<file path="config.mk">
export PLATFORM = sky130hd
export DESIGN_NAME = nand_rs_ecc
export DESIGN_NICKNAME = d
export VERILOG_FILES = /design/src/rtl/nand_rs_pkg.sv /design/src/rtl/nand_rs_lfsr.sv /design/src/rtl/nand_rs_seq.sv /design/src/rtl/nand_rs_readout.sv /design/src/rtl/nand_rs_ecc.sv
export SDC_FILE = /design/constraint.sdc
export NUM_CORES = 1
export LEC_CHECK = 0
export BUFFER_PORTS_ARGS = -buffer_cell sky130_fd_sc_hd__buf_2
export CAP_MARGIN = 40
export CORE_UTILIZATION = 30
export DETAILED_ROUTE_END_ITERATION = 8
export MAX_ROUTING_LAYER = met4
export SLEW_MARGIN = 10
export SYNTH_ARGS = -nofsm -noshare
export SYNTH_HDL_FRONTEND = slang
export SYNTH_SLANG_ARGS = --single-unit
</file>
<file path="constraint.sdc">
create_clock -name clk_i -period 6.5 [get_ports clk_i]
set_input_delay 0.325 -clock clk_i [delete_from_list [all_inputs] [get_ports clk_i]]
set_output_delay 0.325 -clock clk_i [all_outputs]
set_load 0.05 [all_outputs]
</file>
<file path="src/rtl/nand_rs_pkg.sv">
`timescale 1ns/1ps
package nand_rs_pkg;
  localparam int SYM_W      = 10;
  localparam int NPAR       = 6;
  localparam int BYTE_W     = 8;
  localparam int PAGE_BYTES = 512;
  localparam int PAR_BYTES  = (NPAR * SYM_W + BYTE_W - 1) / BYTE_W;
  localparam int PAR_IW     = $clog2(PAR_BYTES);
  localparam int ADDR_W     = PAR_IW + 1;
  localparam int FLAT_W     = PAR_BYTES * BYTE_W;
  localparam int CTL_W      = 3;
  localparam int CTL_CLR    = 0;
  localparam int CTL_GEN    = 1;
  localparam int CTL_EN     = 2;
  localparam logic [SYM_W:0] FIELD_POLY = 11'h409;
  localparam logic [FLAT_W-1:0] SYM_MASK = {FLAT_W{1'b1}} >> (FLAT_W - NPAR * SYM_W);

  typedef logic [SYM_W-1:0] sym_t;
  typedef logic [NPAR-1:0][SYM_W-1:0] par_t;

  function automatic sym_t gf_mul(sym_t a, sym_t b);
    sym_t acc;
    sym_t sh;
    acc = '0;
    sh  = a;
    for (int i = 0; i < SYM_W; i++) begin
      if (b[i]) acc ^= sh;
      if (sh[SYM_W-1]) sh = {sh[SYM_W-2:0], 1'b0} ^ FIELD_POLY[SYM_W-1:0];
      else             sh = {sh[SYM_W-2:0], 1'b0};
    end
    return acc;
  endfunction

  // low NPAR coefficients of prod(x + alpha^i), i = 0..NPAR-1
  function automatic par_t gen_poly();
    sym_t c [NPAR+1];
    sym_t root;
    par_t g;
    for (int j = 0; j <= NPAR; j++) c[j] = '0;
    c[0] = sym_t'(1);
    root = sym_t'(1);
    for (int i = 0; i < NPAR; i++) begin
      for (int j = NPAR; j > 0; j--) c[j] = c[j-1] ^ gf_mul(c[j], root);
      c[0] = gf_mul(c[0], root);
      root = gf_mul(root, sym_t'(2));
    end
    for (int j = 0; j < NPAR; j++) g[j] = c[j];
    return g;
  endfunction

  // highest-order symbol lands in the lowest bits
  function automatic logic [FLAT_W-1:0] pack_par(par_t p);
    logic [FLAT_W-1:0] f;
    f = '0;
    for (int k = 0; k < NPAR; k++) f[k*SYM_W +: SYM_W] = p[NPAR-1-k];
    return f;
  endfunction
endpackage

</file>
<file path="src/rtl/nand_rs_lfsr.sv">
`timescale 1ns/1ps
module nand_rs_lfsr
  import nand_rs_pkg::*;
(
  input  logic clk_i,
  input  logic rst_ni,
  input  logic clear_i,
  input  logic step_i,
  input  sym_t sym_i,
  output par_t state_o
);
  localparam par_t GEN = gen_poly();

  par_t state_q, state_d;
  sym_t fb;
  sym_t prod [NPAR];

  assign fb = sym_i ^ state_q[NPAR-1];

  for (genvar k = 0; k < NPAR; k++) begin : g_tap
    assign prod[k] = gf_mul(fb, GEN[k]);
  end

  always_comb begin
    state_d = state_q;
    if (clear_i) begin
      state_d = '0;
    end else if (step_i) begin
      state_d[0] = prod[0];
      for (int k = 1; k < NPAR; k++) state_d[k] = state_q[k-1] ^ prod[k];
    end
  end

  always_ff @(posedge clk_i or negedge rst_ni) begin
    if (!rst_ni) state_q <= '0;
    else         state_q <= state_d;
  end

  assign state_o = state_q;

  a_r1_clear_zero: assert property (@(posedge clk_i) disable iff (!rst_ni)
    clear_i |=> state_q == '0);
  a_r2_hold_idle: assert property (@(posedge clk_i) disable iff (!rst_ni)
    !clear_i && !step_i |=> $stable(state_q));
endmodule

</file>
<file path="src/rtl/nand_rs_seq.sv">
`timescale 1ns/1ps
module nand_rs_seq
  import nand_rs_pkg::*;
#(
  parameter int PAGE   = PAGE_BYTES,
  parameter int NSTORE = PAR_BYTES
) (
  input  logic              clk_i,
  input  logic              rst_ni,
  input  logic              ctrl_we_i,
  input  logic [CTL_W-1:0]  ctrl_i,
  input  logic              valid_i,
  output logic              clear_o,
  output logic              step_o,
  output logic              cap_o,
  output logic [PAR_IW-1:0] cap_idx_o,
  output logic              done_o,
  output logic              chk_full_o
);
  localparam int TOTAL = PAGE + NSTORE;
  localparam int CW    = $clog2(TOTAL + 1);

  logic          en_q, gen_q, done_q, full_q;
  logic [CW-1:0] cnt_q, lim;
  logic          accept, last;

  assign clear_o   = ctrl_we_i & ctrl_i[CTL_CLR];
  assign lim       = gen_q ? CW'(PAGE) : CW'(TOTAL);
  assign accept    = !clear_o && en_q && valid_i && (cnt_q < lim);
  assign last      = accept && (cnt_q == lim - CW'(1));
  assign step_o    = accept && (cnt_q < CW'(PAGE));
  assign cap_o     = accept && !step_o;
  assign cap_idx_o = PAR_IW'(cnt_q - CW'(PAGE));

  always_ff @(posedge clk_i or negedge rst_ni) begin
    if (!rst_ni) begin
      en_q   <= 1'b0;
      gen_q  <= 1'b0;
      cnt_q  <= '0;
      done_q <= 1'b0;
      full_q <= 1'b0;
    end else begin
      if (ctrl_we_i) begin
        en_q  <= ctrl_i[CTL_EN];
        gen_q <= ctrl_i[CTL_GEN];
      end
      if (clear_o) begin
        cnt_q  <= '0;
        done_q <= 1'b0;
        full_q <= 1'b0;
      end else begin
        if (accept) cnt_q <= cnt_q + CW'(1);
        done_q <= last;
        if (last && !gen_q) full_q <= 1'b1;
      end
    end
  end

  assign done_o     = done_q;
  assign chk_full_o = full_q;

  a_r6_done_pulse: assert property (@(posedge clk_i) disable iff (!rst_ni)
    done_o |=> !done_o);
  a_r6_cnt_bound: assert property (@(posedge clk_i) disable iff (!rst_ni)
    cnt_q <= CW'(TOTAL));
  a_r10_clear_restart: assert property (@(posedge clk_i) disable iff (!rst_ni)
    clear_o |=> cnt_q == '0 && !done_o && !chk_full_o);
  a_r7_full_with_done: assert property (@(posedge clk_i) disable iff (!rst_ni)
    $rose(chk_full_o) |-> done_o);
endmodule

</file>
<file path="src/rtl/nand_rs_readout.sv">
`timescale 1ns/1ps
module nand_rs_readout
  import nand_rs_pkg::*;
(
  input  logic              clk_i,
  input  logic              rst_ni,
  input  logic              clear_i,
  input  logic              cap_i,
  input  logic [PAR_IW-1:0] cap_idx_i,
  input  logic [BYTE_W-1:0] byte_i,
  input  par_t              state_i,
  input  logic              chk_full_i,
  input  logic [ADDR_W-1:0] rd_addr_i,
  output logic [BYTE_W-1:0] rd_data_o,
  output logic              err_o
);
  logic [PAR_BYTES-1:0][BYTE_W-1:0] stored_q;
  logic [PAR_BYTES-1:0][BYTE_W-1:0] par_bytes, rem_rev;
  logic [FLAT_W-1:0]                par_flat, rem_flat;

  always_ff @(posedge clk_i or negedge rst_ni) begin
    if (!rst_ni)      stored_q <= '1;
    else if (clear_i) stored_q <= '1;
    else if (cap_i)   stored_q[cap_idx_i] <= byte_i;
  end

  assign par_flat = pack_par(state_i);
  // stored bytes come in readout (complemented) form
  assign rem_flat = par_flat ^ (~stored_q & SYM_MASK);

  for (genvar i = 0; i < PAR_BYTES; i++) begin : g_byte
    assign par_bytes[i] = ~par_flat[i*BYTE_W +: BYTE_W];
    for (genvar b = 0; b < BYTE_W; b++) begin : g_bit
      assign rem_rev[i][b] = rem_flat[i*BYTE_W + BYTE_W - 1 - b];
    end
  end

  assign rd_data_o = rd_addr_i[PAR_IW] ? rem_rev[rd_addr_i[PAR_IW-1:0]]
                                       : par_bytes[rd_addr_i[PAR_IW-1:0]];
  assign err_o = chk_full_i & (|rem_flat);

  a_r9_clear_rem_zero: assert property (@(posedge clk_i) disable iff (!rst_ni)
    clear_i |=> rem_flat == '0);
endmodule

</file>
<file path="src/rtl/nand_rs_ecc.sv">
`timescale 1ns/1ps
module nand_rs_ecc
  import nand_rs_pkg::*;
#(
  parameter int PAGE_LEN = PAGE_BYTES
) (
  input  logic              clk_i,
  input  logic              rst_ni,
  input  logic              ctrl_we_i,
  input  logic [CTL_W-1:0]  ctrl_wdata_i,
  input  logic              in_valid_i,
  input  logic [BYTE_W-1:0] in_data_i,
  input  logic [ADDR_W-1:0] rd_addr_i,
  output logic [BYTE_W-1:0] rd_data_o,
  output logic              err_o,
  output logic              done_o
);
  logic              clear, step, cap, chk_full;
  logic [PAR_IW-1:0] cap_idx;
  sym_t              sym;
  par_t              state;

  assign sym = {{(SYM_W-BYTE_W){1'b0}}, ~in_data_i};

  nand_rs_seq #(.PAGE(PAGE_LEN), .NSTORE(PAR_BYTES)) u_seq (
    .clk_i      (clk_i),
    .rst_ni     (rst_ni),
    .ctrl_we_i  (ctrl_we_i),
    .ctrl_i     (ctrl_wdata_i),
    .valid_i    (in_valid_i),
    .clear_o    (clear),
    .step_o     (step),
    .cap_o      (cap),
    .cap_idx_o  (cap_idx),
    .done_o     (done_o),
    .chk_full_o (chk_full)
  );

  nand_rs_lfsr u_lfsr (
    .clk_i   (clk_i),
    .rst_ni  (rst_ni),
    .clear_i (clear),
    .step_i  (step),
    .sym_i   (sym),
    .state_o (state)
  );

  nand_rs_readout u_rd (
    .clk_i      (clk_i),
    .rst_ni     (rst_ni),
    .clear_i    (clear),
    .cap_i      (cap),
    .cap_idx_i  (cap_idx),
    .byte_i     (in_data_i),
    .state_i    (state),
    .chk_full_i (chk_full),
    .rd_addr_i  (rd_addr_i),
    .rd_data_o  (rd_data_o),
    .err_o      (err_o)
  );

  a_r8_err_in_check: assert property (@(posedge clk_i) disable iff (!rst_ni)
    $rose(err_o) |-> done_o);
endmodule

</file>
## Yosys cells after proc, flatten, opt, wreduce, memory -nomap -nowiden

Cells that the tools add are included.
Widths: inputs -> output; s select.

| storage, ports and cells | value |
|---|---|
| bits of input ports | 19 |
| logic and storage cells | 119 |
| output and inout bits | 10 |
| register bits after elaboration | 138 |

| operators by class | value |
|---|---|
| reductions and logical operators | 16 |
| eq/ne operators | 1 |
| $add $sub $neg | 3 |
| $lt $le $gt $ge | 5 |
| mux-type cells | 27 |
| bitwise gates (word level) | 48 |

Operators by type and width:

| kind | count |
|---|---|
| $xor 10x10->10 | 25 |
| $mux 64 | 2 |
| $mux 60 | 2 |
| $bwmux 64 | 1 |
| $not 8->8 | 8 |
| $reduce_or 64->1 | 1 |
| $not 60->60 | 1 |
| $xor 60x60->60 | 1 |
| $bmux 8 s3 | 2 |
| $mux 4 | 10 |
| $mux 8 | 4 |
| $demux 8 s3 | 1 |
| $mux 10 | 2 |
| $not 2->2 | 9 |
| $add 10x1->10 const B | 1 |
| $eq 10x10->1 | 1 |
| $lt 10x10->1 | 1 |
| $lt 10x10->1 const B | 1 |
| $sub 10x1->10 const B | 1 |
| $xor 8x10->10 | 1 |
| $logic_and 1x1->1 | 8 |
| $lt 3x4->1 const B | 2 |
| $not 4->8 | 1 |
| $reduce_bool 2->1 | 4 |
| other kinds (5) | 10 |

## Logic depth before layout (Yosys ltp)

| depth | value |
|---|---|
| depth after elaboration | 24 |
| gate-level depth with buffers | 9 |
| mapped depth without buffers | 8 |

## Hierarchy

A second synthesis with hierarchy kept.

| second synthesis, totals | value |
|---|---|
| cells, all modules | 853 |
| area total of the unflattened synthesis | 9586.7 um^2 |

Modules (own cells, without submodules):

| module | instances | cells an instance | seq. area each (um^2) | area an instance (um^2) |
|---|---|---|---|---|
| nand_rs_readout | 1 | 412 | 1576.5 | 4401.7 |
| nand_rs_lfsr | 1 | 348 | 1501.4 | 4362.9 |
| nand_rs_seq | 1 | 84 | 350.3 | 788.3 |
| nand_rs_ecc | 1 | 9 | 0.0 | 33.8 |

## Worst setup path before layout

Ideal clock, no wire load.

| path | value |
|---|---|
| kind | in2out |
| from | input port rd_addr_i[1] |
| to | output port rd_data_o[1] |
| path slack | 3.713 ns |
| data required time | 6.175 ns |
| arrival | 2.462 ns |
| path buffers | 2 |
| stages on the path | 5 |
| path through | clkbuf_1 -> buf_1 -> mux4_2 -> mux2_2 -> a21oi_1 |

| between the ends | value |
|---|---|
| cells in the longest elaborated chain, start to end | 3 |

Ends and longest elaborated chain:

| what | RTL line | RTL |
|---|---|---|
| start: declaration | nand_rs_ecc.sv:13 | `input logic [ADDR_W-1:0] rd_addr_i,` |
| $bmux 8 s3, on equally long branches | nand_rs_readout.sv:39, nand_rs_readout.sv:38 |  |
| $mux 8, on equally long branches | nand_rs_readout.sv:39, nand_rs_readout.sv:38 |  |
| $mux 8 * | nand_rs_readout.sv:38 | `assign rd_data_o = rd_addr_i[PAR_IW] ? rem_rev[rd_addr_i[PAR_IW-1:0]]` |
| end: declaration | nand_rs_ecc.sv:14 | `output logic [BYTE_W-1:0] rd_data_o,` |

Every way passes the cells marked *; elsewhere a longest branch is shown, timed or not. The select of a mux whose other input is x is not followed.

## Worst setup path in the final report

| path | value |
|---|---|
| from | register u_lfsr.state_q (netlist bit u_lfsr.state_o[55]) |
| to | output port err_o |

| between the ends | value |
|---|---|
| cells in the longest elaborated chain, start to end | 3 |

Ends and longest elaborated chain:

| what | RTL line | RTL |
|---|---|---|
| start: declaration | nand_rs_lfsr.sv:14 | `par_t state_q, state_d;` |
| start signal: assignment | nand_rs_lfsr.sv:36 | `else state_q <= state_d;` |
| $xor 60x60->60 | nand_rs_readout.sv:29 | `assign rem_flat = par_flat ^ (~stored_q & SYM_MASK);` |
| $reduce_or 64->1 | nand_rs_readout.sv:40 | `assign err_o = chk_full_i & (\|rem_flat);` |
| $and 1x1->1 | nand_rs_readout.sv:40 |  |
| end: declaration | nand_rs_ecc.sv:15 | `output logic err_o,` |

No other way between the ends.

==> flow_summary.ini <==
[outcome]
status = finished clean

[layout]
syn_to_final_growth_pct = 12.8
antenna_cells = 0
design_area_um2 = 10100
final_util_pct = 34.8
num-fill-cells = 2944
fin_cells = 1289
final_nets = 913
mostFrequentLayoutCell = nand2_1
drive_above_1_share_pct = 20.2
final_cell_mix = nand2_1 (127), xnor2_1 (121), dfrtp_1 (74), xor2_1 (70), mux2i_1 (68)

[synthesis]
synthDistinctLibCells = 61
async_flop_share_pct = 100
synth_area_um2 = 8980
netlist_instances = 892
ys.flop_type = dfrtp_1
synth_area_per_cell_um2 = 10.1
yosysWarningCount = 0
ys_ff_latch = 134
syn-num-nets = 913
synth_seq_area_share_pct = 38.2
synth_edf_count = 0

[detailed_routing]
wirelength_mm = 27.5
num_vias = 6720
first_pass_iters = 5
drcViolationCount = 0
drtIter0Drc = 593
vias_per_cell = 5.21
route.antenna.remaining_nets = 0
detail_route.wl_per_cell_um = 21.3

[clocking]
cts_sinks = 134
htreeDepth = 4
postCtsSetupRepairBufs = 0
cts_root_buf = clkbuf_16
cts_tree = built
clockBufferDepth = 2
clk_pin_slew_ps = 60
postCtsResizedCells = 0
numCtsBuffers = 17
insertion_delay_ps = 430
cts_hold_buffers = 1

[timing]
setup_ws_ps = 3410
fin_hold_ws_ps = 109
period_share_pct = 47.6
fin_crit_ps = 3090
drv_slew = 0
worst_pin_slew_ps = 941
tns_ps = 0
fmax_mhz = 323
finalHoldViolCount = 0
finalSetupViolCount = 0
rsz0062_at_grt = false
skew_ps = 9.60
max_slew_margin_pct = 36.8

[placement]
postPlaceCellArea_um2 = 9490
hpwl_mm = 19.4
dp_worst_setup_slack_ps = 3800
port_buffers = 28
dpl.cell_count = 1256
gp_congestion = 0.953

[worst_setup_path]
rr_startpoint = u_seq.cnt_q[3]$_DFFE_PN0P_
ff2ff_path_depth = 8
cp-end-kind = output pin
arrival_ps = 2770
rr_endpoint = u_rd.stored_q[31]$_DFFE_PN1P_
path_class = reg -> out
r2r_setup_slack_ps = 3740
cp_max_fo = 6
crit_required_ps = 6170
startpoint_type = flop

[global_routing]
grt_max_degree = 69
busiest_layer = met2
grt_pass1_vias = 6677
antenna_found_initial = 0
grt_util_met1_pct = 26.5
use_met3_pct = 3.57
use_met2_pct = 27.3
grt_pass1_wl_mm = 42.0
grt_use_total_pct = 19.0
grt_overflow_total = 0

[floorplan]
die_y_um = 175
dieArea_um2 = 30600
core_um2 = 29100
start_util_pct = 30.9
row_count = 62
fp.dieW_um = 175
ios = 29

[power]
finalPower_mw = 5.06
leakagePower_nw = 3.84
vdd_drop_max_mv = 0.242
cellPowerDensity_nw_per_um2 = 500

[flow_run]
maxCapViolCount = 0

[hold_path]
min-delay-start = ctrl_wdata_i[1]
hp-class = in -> reg
min_path_cells = 3
min_to = u_seq.gen_q$_DFFE_PN0P_
how the worst max path moves through the flow:
stage                               endpoint                            from  cells past startpoint  slack, ps
5_1_grt                                err_o  u_lfsr.state_o[58]$_DFFE_PN0P_                      6       3380
6_report                               err_o  u_lfsr.state_o[55]$_DFFE_PN0P_                      6       3410
3_3_place_gp   u_rd.stored_q[19]$_DFFE_PN1P_      u_seq.cnt_q[3]$_DFFE_PN0P_                      8       3710
4_1_cts                                err_o  u_lfsr.state_o[58]$_DFFE_PN0P_                      6       3470
3_5_place_dp   u_rd.stored_q[31]$_DFFE_PN1P_      u_seq.cnt_q[3]$_DFFE_PN0P_                      8       3800
2_1_floorplan                   rd_data_o[1]                    rd_addr_i[1]                      5       3710
state kept, by name, indices dropped and copies added (netlist names):
signal            cells
u_seq.en_q            1
u_seq.cnt_q          10
u_rd.stored_q        60
u_seq.chk_full_o      1
u_lfsr.state_o       60
u_seq.gen_q           1
u_seq.done_o          1
cells by family (layout without fill, tap and decap cells):
group,count (synthesis),after routing,share of synthesized area [%]
buf+inv,65,78,3.00
simple gates,265,265,14.1
fa+ha+maj,2,2,0.279
flops,134,134,38.2
xor+xnor,216,216,24.3
mux,88,88,12.0
compound gates,122,122,8.10
worst max-delay path: stages (launching register included):
cell and delay (ps):
dfrtp_1 670, xor2_1 310, nor3b_1 220, nand4_1 130, nor4_1 500, a41oi_1 230, buf_2 270
cells in the mapped netlist, types with 3 or more instances:
cell type | number | area, um^2
buf_4 | 3 | 22.5
mux4_2 | 15 | 338
nand2_1 | 128 | 480
dfrtp_1 | 74 | 1850
buf_1 | 6 | 22.5
xor2_1 | 70 | 613
xor2_2 | 4 | 65.1
xnor2_4 | 3 | 82.6
and2_1 | 3 | 18.8
inv_1 | 6 | 22.5
nor4b_1 | 3 | 26.3
xnor2_1 | 122 | 1070
nand4_1 | 9 | 56.3
a21oi_1 | 35 | 175
a2111oi_0 | 4 | 35.0
nor3_1 | 6 | 30.0
mux2_2 | 5 | 56.3
nor3b_1 | 3 | 22.5
clkbuf_1 | 38 | 143
xnor3_1 | 7 | 158
o21ai_1 | 3 | 15.0
xnor2_2 | 6 | 97.6
o22ai_1 | 5 | 31.3
nor3_4 | 3 | 48.8
mux2i_1 | 68 | 681
nand3_1 | 23 | 115
dfstp_2 | 60 | 1580
nor2_2 | 3 | 18.8
buf_2 | 10 | 50.1
a211oi_1 | 29 | 218
nor4_1 | 4 | 25.0
or3_1 | 3 | 18.8
o21ai_0 | 39 | 195
nor2_1 | 59 | 221
nand2b_1 | 3 | 18.8
routing by layer:
metal	up-vias	routed length, um
li1	3054	-
met1	3336	12600
met4	0	842
met5	-	0
met2	283	12100
met3	47	1960
where the power goes:
| group | total, mW | leakage [nW] | switching [mW] | internal [mW] |
|---|---|---|---|---|
| Clock | 1.02 | 0.302 | 0.385 | 0.632 |
| Sequential | 1.35 | 1.60 | 0.360 | 0.987 |
| Combinational | 2.70 | 1.94 | 1.41 | 1.28 |
| Total | 5.06 | 3.84 | 2.16 | 2.90 |
layout make-up:
| class | count | area (um^2) | share of cell area [%] |
|---|---|---|---|
| flip-flops and latches | 134 | 3430 | 33.9 |
| clock buffers | 20 | 467 | 4.61 |
| well taps | 384 | 480 | 4.75 |
| clock inverters | 12 | 151 | 1.50 |
| multi-input cells | 693 | 5300 | 52.3 |
| repair buffers | 39 | 272 | 2.68 |
| inverters | 7 | 26.3 | 0.260 |
No activity file was read; power rests on OpenSTA's default activity.
